### config.mk
export PLATFORM = sky130hd
export DESIGN_NAME = mxfer_seq
export DESIGN_NICKNAME = d
export VERILOG_FILES = /design/src/rtl/mxfer_pkg.sv /design/src/rtl/mxfer_popcnt.sv /design/src/rtl/mxfer_addr_calc.sv /design/src/rtl/mxfer_pick.sv /design/src/rtl/mxfer_seq.sv
export SDC_FILE = /design/constraint.sdc
export NUM_CORES = 1
export LEC_CHECK = 0
export BUFFER_PORTS_ARGS = -buffer_cell sky130_fd_sc_hd__buf_2
export CORE_UTILIZATION = 64
export DETAILED_ROUTE_END_ITERATION = 10
export GPL_TIMING_DRIVEN = 0
export PLACE_DENSITY = 0.88
export SYNTH_ARGS = -nofsm -noshare
export SYNTH_HDL_FRONTEND = slang
export SYNTH_HIERARCHICAL = 1
export SYNTH_SLANG_ARGS = --single-unit
### constraint.sdc
create_clock -name clk -period 20.5 [get_ports clk]
set_input_delay 4.1 -clock clk [delete_from_list [all_inputs] [get_ports clk]]
set_output_delay 4.1 -clock clk [all_outputs]
set_load 0.02 [all_outputs]
### src/rtl/mxfer_pkg.sv
// Package: shared constants and types for the block transfer sequencer.
// Assumes word-sized transfers and a register list no wider than 32 bits.
package mxfer_pkg;

    // Sequencer states: waiting, issuing transfers, completion strobe.
    typedef enum logic [1:0] {
        SEQ_IDLE = 2'd0,
        SEQ_RUN  = 2'd1,
        SEQ_FIN  = 2'd2
    } seq_state_t;

endpackage

### src/rtl/mxfer_popcnt.sv
// Module: counts the set bits of a mask with a generated chain of adders.
// Assumes CNT_W is wide enough to hold LIST_W.
module mxfer_popcnt #(
    parameter int LIST_W = 16,
    parameter int CNT_W  = $clog2(LIST_W + 1)
) (
    input  logic [LIST_W-1:0] mask_i,
    output logic [CNT_W-1:0]  count_o
);

    logic [CNT_W-1:0] partial [LIST_W+1];

    assign partial[0] = '0;

    // Running sum, one stage per mask bit.
    for (genvar g = 0; g < LIST_W; g++) begin : g_stage
        assign partial[g+1] = partial[g] + CNT_W'(mask_i[g]);
    end

    assign count_o = partial[LIST_W];

endmodule

### src/rtl/mxfer_addr_calc.sv
// Module: derives the first transfer address and the updated base value
// from the base, the transfer count and the step mode bits.
// Assumes addresses wrap modulo 2^ADDR_W; registers climb from the bottom.
module mxfer_addr_calc #(
    parameter int ADDR_W     = 32,
    parameter int CNT_W      = 5,
    parameter int WORD_BYTES = 4
) (
    input  logic [ADDR_W-1:0] base_i,
    input  logic [CNT_W-1:0]  count_i,
    input  logic              pre_i,
    input  logic              up_i,
    output logic [ADDR_W-1:0] first_o,
    output logic [ADDR_W-1:0] update_o
);

    localparam logic [ADDR_W-1:0] STEP = ADDR_W'(WORD_BYTES);

    logic [ADDR_W-1:0] span;
    logic [ADDR_W-1:0] bottom;

    // Byte span covered by the whole block of transfers.
    always_comb span = ADDR_W'(count_i) * STEP;

    // Lowest address of the block in the downward direction.
    always_comb bottom = base_i - span;

    // Start address for the four step modes.
    always_comb begin
        unique case ({up_i, pre_i})
            2'b11:   first_o = base_i + STEP;
            2'b10:   first_o = base_i;
            2'b01:   first_o = bottom;
            default: first_o = bottom + STEP;
        endcase
    end

    // Updated base depends on direction only.
    always_comb update_o = up_i ? (base_i + span) : bottom;

    // the update always lies a full span away from the base.
    always_comb begin
        if (up_i) begin
            p_update_span_r6: assert (update_o - base_i == span);
        end else begin
            p_update_span_dn_r6: assert (base_i - update_o == span);
        end
    end

endmodule

### src/rtl/mxfer_pick.sv
// Module: selects the lowest set bit of the remaining mask and produces
// the mask with that bit cleared.
// Assumes IDX_W bits can encode any index below LIST_W.
module mxfer_pick #(
    parameter int LIST_W = 16,
    parameter int IDX_W  = $clog2(LIST_W)
) (
    input  logic [LIST_W-1:0] mask_i,
    output logic              any_o,
    output logic [IDX_W-1:0]  idx_o,
    output logic [LIST_W-1:0] rest_o
);

    logic [LIST_W-1:0] lowest;

    // Isolate the lowest set bit.
    always_comb lowest = mask_i & (~mask_i + LIST_W'(1));

    // Encode the isolated bit into an index.
    always_comb begin
        idx_o = '0;
        for (int i = 0; i < LIST_W; i++) begin
            if (lowest[i]) idx_o = IDX_W'(i);
        end
    end

    // Remaining selections after the current one.
    always_comb rest_o = mask_i & ~lowest;

    // Presence of any selection.
    always_comb any_o = |mask_i;

    // exactly one bit is removed per pick.
    always_comb begin
        if (any_o) begin
            p_one_removed_r4: assert ($countones(mask_i ^ rest_o) == 1);
        end
    end

endmodule

### src/rtl/mxfer_seq.sv
// Module: top of the block transfer address sequencer. Captures a request
// on start, issues one transfer per selected register in ascending index
// order under ready back-pressure, then pulses completion with the base
// update. Assumes start is honoured only while idle.
module mxfer_seq #(
    parameter int LIST_W     = 16,
    parameter int ADDR_W     = 32,
    parameter int WORD_BYTES = 4,
    localparam int IDX_W     = $clog2(LIST_W),
    localparam int CNT_W     = $clog2(LIST_W + 1)
) (
    input  logic              clk,
    input  logic              rst_n,
    input  logic              start_i,
    input  logic [LIST_W-1:0] reg_list_i,
    input  logic [ADDR_W-1:0] base_i,
    input  logic              load_i,
    input  logic              pre_i,
    input  logic              up_i,
    input  logic              wback_i,
    input  logic              ready_i,
    output logic              xfer_valid_o,
    output logic [IDX_W-1:0]  xfer_idx_o,
    output logic [ADDR_W-1:0] xfer_addr_o,
    output logic              xfer_load_o,
    output logic              done_o,
    output logic              wb_en_o,
    output logic [ADDR_W-1:0] wb_value_o
);

    import mxfer_pkg::*;

    localparam logic [ADDR_W-1:0] STEP = ADDR_W'(WORD_BYTES);

    seq_state_t        state_q;
    logic [LIST_W-1:0] mask_q;
    logic [ADDR_W-1:0] addr_q;
    logic [ADDR_W-1:0] update_q;
    logic              load_q;
    logic              wback_q;

    logic [CNT_W-1:0]  req_count;
    logic [ADDR_W-1:0] req_first;
    logic [ADDR_W-1:0] req_update;
    logic              pick_any;
    logic [IDX_W-1:0]  pick_idx;
    logic [LIST_W-1:0] pick_rest;
    logic              accept_start;
    logic              accept_xfer;

    mxfer_popcnt #(
        .LIST_W (LIST_W),
        .CNT_W  (CNT_W)
    ) u_count (
        .mask_i  (reg_list_i),
        .count_o (req_count)
    );

    mxfer_addr_calc #(
        .ADDR_W     (ADDR_W),
        .CNT_W      (CNT_W),
        .WORD_BYTES (WORD_BYTES)
    ) u_calc (
        .base_i   (base_i),
        .count_i  (req_count),
        .pre_i    (pre_i),
        .up_i     (up_i),
        .first_o  (req_first),
        .update_o (req_update)
    );

    mxfer_pick #(
        .LIST_W (LIST_W),
        .IDX_W  (IDX_W)
    ) u_pick (
        .mask_i (mask_q),
        .any_o  (pick_any),
        .idx_o  (pick_idx),
        .rest_o (pick_rest)
    );

    // Handshake qualifiers for new requests and accepted transfers.
    always_comb accept_start = (state_q == SEQ_IDLE) && start_i;
    always_comb accept_xfer  = (state_q == SEQ_RUN) && ready_i;

    // Sequencer state and captured request.
    always_ff @(posedge clk) begin
        if (!rst_n) begin
            state_q  <= SEQ_IDLE;
            mask_q   <= '0;
            addr_q   <= '0;
            update_q <= '0;
            load_q   <= 1'b0;
            wback_q  <= 1'b0;
        end else begin
            unique case (state_q)
                SEQ_IDLE: begin
                    if (accept_start) begin
                        mask_q   <= reg_list_i;
                        addr_q   <= req_first;
                        update_q <= req_update;
                        load_q   <= load_i;
                        wback_q  <= wback_i;
                        state_q  <= (reg_list_i == '0) ? SEQ_FIN : SEQ_RUN;
                    end
                end
                SEQ_RUN: begin
                    if (accept_xfer) begin
                        mask_q <= pick_rest;
                        addr_q <= addr_q + STEP;
                        if (pick_rest == '0) state_q <= SEQ_FIN;
                    end
                end
                default: state_q <= SEQ_IDLE;
            endcase
        end
    end

    // Output drive from the registered state.
    always_comb begin
        xfer_valid_o = (state_q == SEQ_RUN);
        xfer_idx_o   = pick_idx;
        xfer_addr_o  = addr_q;
        xfer_load_o  = load_q;
        done_o       = (state_q == SEQ_FIN);
        wb_en_o      = done_o && wback_q;
        wb_value_o   = update_q;
    end

    // a stalled transfer holds its index and address.
    p_hold_stall_r8: assert property (@(posedge clk) disable iff (!rst_n)
        (xfer_valid_o && !ready_i) |=> (xfer_valid_o && $stable(xfer_addr_o) && $stable(xfer_idx_o)));

    // the next transfer after an accepted one sits one word higher.
    p_step_word_r4: assert property (@(posedge clk) disable iff (!rst_n)
        (xfer_valid_o && ready_i) |=> (!xfer_valid_o || (xfer_addr_o == $past(xfer_addr_o) + STEP)));

    // the register index rises between transfers.
    p_idx_rises_r4: assert property (@(posedge clk) disable iff (!rst_n)
        (xfer_valid_o && ready_i) |=> (!xfer_valid_o || (xfer_idx_o > $past(xfer_idx_o))));

    // completion is a single-cycle pulse.
    p_done_pulse_r9: assert property (@(posedge clk) disable iff (!rst_n)
        done_o |=> !done_o);

    // completion never overlaps a transfer.
    p_done_excl_r9: assert property (@(posedge clk) disable iff (!rst_n)
        !(done_o && xfer_valid_o));

    // the update enable only accompanies completion.
    p_wb_with_done_r6: assert property (@(posedge clk) disable iff (!rst_n)
        wb_en_o |-> done_o);

    // an empty list completes in the next cycle.
    p_empty_done_r7: assert property (@(posedge clk) disable iff (!rst_n)
        (accept_start && (reg_list_i == '0)) |=> (done_o && !xfer_valid_o));

    // a running sequence keeps its direction flag.
    p_load_stable_r10: assert property (@(posedge clk) disable iff (!rst_n)
        (xfer_valid_o && $past(xfer_valid_o)) |-> $stable(xfer_load_o));

    // a running sequence always has a selection left.
    p_run_has_sel_r4: assert property (@(posedge clk) disable iff (!rst_n)
        xfer_valid_o |-> pick_any);

endmodule

-- Word-level counts from Yosys, hierarchy flattened
Cells that the tools add are included.
- register bits: 84
- input port bits: 56
- output and inout port bits: 72
- add/subtract/negate cells: 21
- equality and inequality tests: 8
- multiplexer cells: 28
- bitwise gates (word level): 4
- reductions and logical operators: 10
- operators with widths (kind ; number):
    adder 32 x 3 -> 32 bit (second input constant) ; 3
    2-to-1 mux 32 bit ; 3
    case mux 32 bit (3 select lines) ; 1
    adder 5 x 1 -> 5 bit ; 14
    case mux 32 bit (2 select lines) ; 1
    adder 32 x 7 -> 32 bit ; 1
    bitwise AND 16 bit ; 2
    logical NOT 16 bit ; 2
    2-to-1 mux 16 bit ; 2
    2-to-1 mux 4 bit ; 8
    inverter 16 bit ; 2
    case mux 16 bit (2 select lines) ; 1
    subtractor 32 x 7 -> 32 bit ; 1
    adder 16 x 1 -> 16 bit (second input constant) ; 1
    2-to-1 mux 2 bit ; 6
    2-to-1 mux 3 bit ; 4
    equality test 2 bit (second input constant) ; 3
    AND reduction 3 bit ; 2
    equality test 2 x 1 -> 1 bit (second input constant) ; 2
    != test 2 x 1 -> 1 bit (second input constant) ; 2
    case mux 2 bit (2 select lines) ; 1
    logical AND 1 bit ; 3
    adder 1 x 1 -> 2 bit ; 1
    logical NOT 2 bit ; 1
    other kinds (4) ; 4

-- Longest topological paths before layout
- depth after elaboration: 20
- gate-level depth with buffers: 31
- depth with buffers taken out: 27

-- Modules after synthesis
The synthesis kept the hierarchy.
- by module, submodules not included (module ; times used ; cells an instance ; area an instance (µm²) ; sequential area each (µm²)):
    mxfer_seq ; 1 ; 543 ; 4147.7 ; 1681.6
    mxfer_addr_calc ; 1 ; 597 ; 3707.3 ; 0.0
    mxfer_popcnt ; 1 ; 52 ; 481.7 ; 0.0
    mxfer_pick ; 1 ; 47 ; 296.5 ; 0.0

-- Least setup slack after synthesis
No wires, ideal clock.
- path kind: input-to-reg
- start: input port reg_list_i[0]
- end: register addr_q[31], in the netlist xfer_addr_o[31]
- setup time: 0.132 ns
- arrival time: 11.134 ns
- path slack: 9.234 ns
- cell stages on the path: 27
- buffers on the path: 2
- cells stage by stage: fa_1 > ha_1 > inv_1 > fa_1 > fa_1 > fa_1 > fa_1 > fa_1 > inv_1 > a21oi_1 > o21bai_1 > inv_1 > ha_1 > clkbuf_1 > a211o_1 > or3_1 > or4_1 > a222oi_1 > nand2_1 > or4b_1 > buf_2 > or3_1 > a31o_2 > a2bb2oi_1 > o22ai_1 > a21oi_1 > a21oi_1
- longest elaborated chain between the ends: 20
- RTL lines (item ; line ; text):
    from (decl) ; mxfer_seq.sv:15 ; input logic [LIST_W-1:0] reg_list_i,
    adder 1 x 1 -> 2 bit (*) ; mxfer_popcnt.sv:17 ; assign partial[g+1] = partial[g] + CNT_W'(mask_i[g]);
    adder 5 x 1 -> 5 bit (*) (14 in series) ; mxfer_popcnt.sv:17 ;
    net req_count[4] ; mxfer_seq.sv:42 ; logic [CNT_W-1:0] req_count;
    subtractor 32 x 7 -> 32 bit (*) ; mxfer_addr_calc.sv:26 ; always_comb bottom = base_i - span;
    adder 32 x 3 -> 32 bit ; mxfer_addr_calc.sv:34 ; default: first_o = bottom + STEP;
    case mux 32 bit (3 select lines) (*) ; mxfer_addr_calc.sv:30 ; unique case ({up_i, pre_i})
    net req_first[31] ; mxfer_seq.sv:43 ; logic [ADDR_W-1:0] req_first;
    2-to-1 mux 32 bit (*) ; mxfer_seq.sv:98 ; if (accept_start) begin
    case mux 32 bit (2 select lines) (*) ; mxfer_seq.sv:96 ; unique case (state_q)
    to (signal assigned) ; mxfer_seq.sv:100 ; addr_q <= req_first;
    to (signal assigned) ; mxfer_seq.sv:110 ; addr_q <= addr_q + STEP;
    to (decl) ; mxfer_seq.sv:37 ; logic [ADDR_W-1:0] addr_q;
The timed path passes the listed nets; every way through them passes the cells marked *. The select of a mux whose other input is x is not followed.
A chain may end at the register's enable or synchronous reset.

-- Final worst setup path
Ends and elaborated chain as after synthesis.

==> flow_metrics.env <==
export IMPL_first_pass_iters=8
export IMPL_wl_per_cell_um=20.3
export IMPL_final_hold_violation_count=0
export IMPL_worst_path_most_repeated_cell="fa_1"
export IMPL_cts_resized=0
export IMPL_clkPwrFrac=0.181
export IMPL_cts_hold_buf=0
export IMPL_cts_tree="done"
export IMPL_swShare=0.488
export IMPL_startpoint_type="primary input"
export IMPL_p_sw_uw=508
export IMPL_port_buffers=113
export IMPL_final_area_um2=9750
export IMPL_clock_path_buffers=2
export IMPL_rsz0062_at_grt="no"
export IMPL_slowest_stage="a2111oi_0"
export IMPL_ant_nets=0
export IMPL_gp_congestion=1.02
export IMPL_fill_cells=1130
export IMPL_io_pins=128
export IMPL_report_power_total_mw=1.04
export IMPL_maxSlewHeadroom=0.264
export IMPL_avgSynthCellArea_um2=6.97
export IMPL_cts_made_buffers=9
export IMPL_first_iter_violations=1552
export IMPL_final_nets=1455
export IMPL_syn_nets=1331
export IMPL_wl_um=31300
export IMPL_hold_path_class="register to register"
export IMPL_power_share_sequential=0.214
export IMPL_criticalPathCategory="primary input to register"
export IMPL_grt_max_degree=16
export IMPL_path_max_fanout=10
export IMPL_die_x_um=118
export IMPL_required_ns=20.72
export IMPL_syn2layout_area_growth_pct=13.0
export IMPL_grt_overflow=0
export IMPL_min_period_ns=12.48
export IMPL_worst_pin_slew_ns=1.09
export IMPL_cts_sinks=84
export IMPL_die_y_um=118
export IMPL_cts_setup_buffers=0
export IMPL_via_count=10458
export IMPL_fin_setup_tns_ns=0
export IMPL_antenna_cells=0
export IMPL_synth_area_um2=8630
export IMPL_combPwrFrac=0.605
export IMPL_endpoint_kind="register"
export IMPL_intPower_uw=534
export IMPL_leakage_nw=3.81
export IMPL_syn_inst=1238
export IMPL_layout_drive_gt1_share=0.130
export IMPL_grt_usage=0.444
export IMPL_finClkSkew_ns=0.00749
export IMPL_drv_slew=0
export IMPL_dpl_instance_area_um2=9410
export IMPL_avgViaCountPerCell=6.78
export IMPL_h_tree_depth=3
export IMPL_status="completed"
export IMPL_root_buffer="clkbuf_16"
export IMPL_p_per_area_nw_per_um2=107
export IMPL_placementRows=42
export IMPL_peakVddDrop_uv=172
export IMPL_start_util=0.654
export IMPL_grt_pass1_vias=9509
export IMPL_coreArea_um2=13200
export IMPL_die_area_um2=13900
export IMPL_cap_viol_max_count=0
export IMPL_fin_crit_sh=0.609
export IMPL_clock_latency_ns=0.36
export IMPL_fmax_mhz=80.1
export IMPL_max_stage_delay_ns=0.84
export IMPL_dp_hpwl_um=23500
export IMPL_crit_arrival_ns=12.70
export IMPL_ys_warnings_count=6
export IMPL_grt_antenna_before_repair=0
export IMPL_setup_viol=0
export IMPL_grt_pass1_wl_um=49200
export IMPL_remaining_drc_errors=0
export IMPL_clk_transition_reported_paths_ns=0.07
==> routing by layer <==
layer | vias to the layer above | global-route usage | wire [um]
met3 | 135 | 0.118 | 4000
met1 | 4818 | 0.569 | 12200
met2 | 791 | 0.683 | 13700
met5 | - | 0 | 0
li1 | 4714 | - | -
met4 | 0 | 0.226 | 1420
==> stage by stage <==
step	utilization	hold slack (ns)	worst slack, ns	instances
final	0.739	0.450	8.02	1543
after global routing	0.739	0.480	7.54	1543
after floorplan	-	0.432	9.23	1238
after global placement	0.714	0.439	8.00	1527
after CTS	0.739	0.453	8.17	1543
after detailed placement	0.714	0.443	7.81	1527
==> worst max-delay path, delay by kind of cell <==
family                     cells  cell delay [ns]
AOI/OAI and AO/OA              9             2.25
and+or+nand+nor                4             1.16
buffers and inverters          9             1.92
adders and majority gates      8             3.29
==> path summary, 6_finish.rpt <==
| path | cells after the start | to | startpoint | slack, ns |
|---|---|---|---|---|
| worst max-delay path | 30 | xfer_addr_o[31]$_SDFFE_PN0P_ | reg_list_i[0] | 8.02 |
| worst min-delay path | 2 | wb_value_o[26]$_SDFFE_PN0P_ | wb_value_o[26]$_SDFFE_PN0P_ | 0.45 |
| worst max register to register | 6 | mask_q[12]$_SDFFE_PN0P_ | state_q[1]$_SDFFE_PN0P_ | 17.78 |
| worst min register to register | 2 | wb_value_o[26]$_SDFFE_PN0P_ | wb_value_o[26]$_SDFFE_PN0P_ | 0.45 |
==> placed cells by master, fill, tap and decap left out, drive strengths merged, types with 18 or more instances in the layout <==
cell type and instances:
or3 24, xnor2 57, o21ai 51, nor3 45, buf 133, xor2 27
a311oi 21, nor2 98, ha 24, a21oi 104, nand3 31, and2 18
inv 61, nor4 35, nand4 18, clkbuf 95, dfxtp 84, nand2 188
==> registers in the layout, summed over array words and instances, names as in the netlist <==
register,cells
mask_q,16
wback_q,1
xfer_load_o,1
state_q,2
xfer_addr_o,32
wb_value_o,32
==> final cells by class <==
type	count	area [um^2]	share of cell area
multi-input cells	990	6240	0.640
clock inverters	6	93.8	0.00963
clock buffers	10	239	0.0245
inverters	59	221	0.0227
plain buffers	105	487	0.0499
well taps	176	220	0.0226
repair buffers	113	566	0.0580
flip-flops and latches	84	1680	0.173
==> power groups by stage <==
stage                     Combinational, mW  Clock, mW  Sequential [mW]
after floorplan                       0.429          0            0.243
after global placement                0.600          0            0.223
after detailed placement              0.613          0            0.224
after CTS                             0.617      0.189            0.221
after global routing                  0.688      0.195            0.226
final                                 0.631      0.189            0.223
No activity file was read; power rests on OpenSTA's default activity.
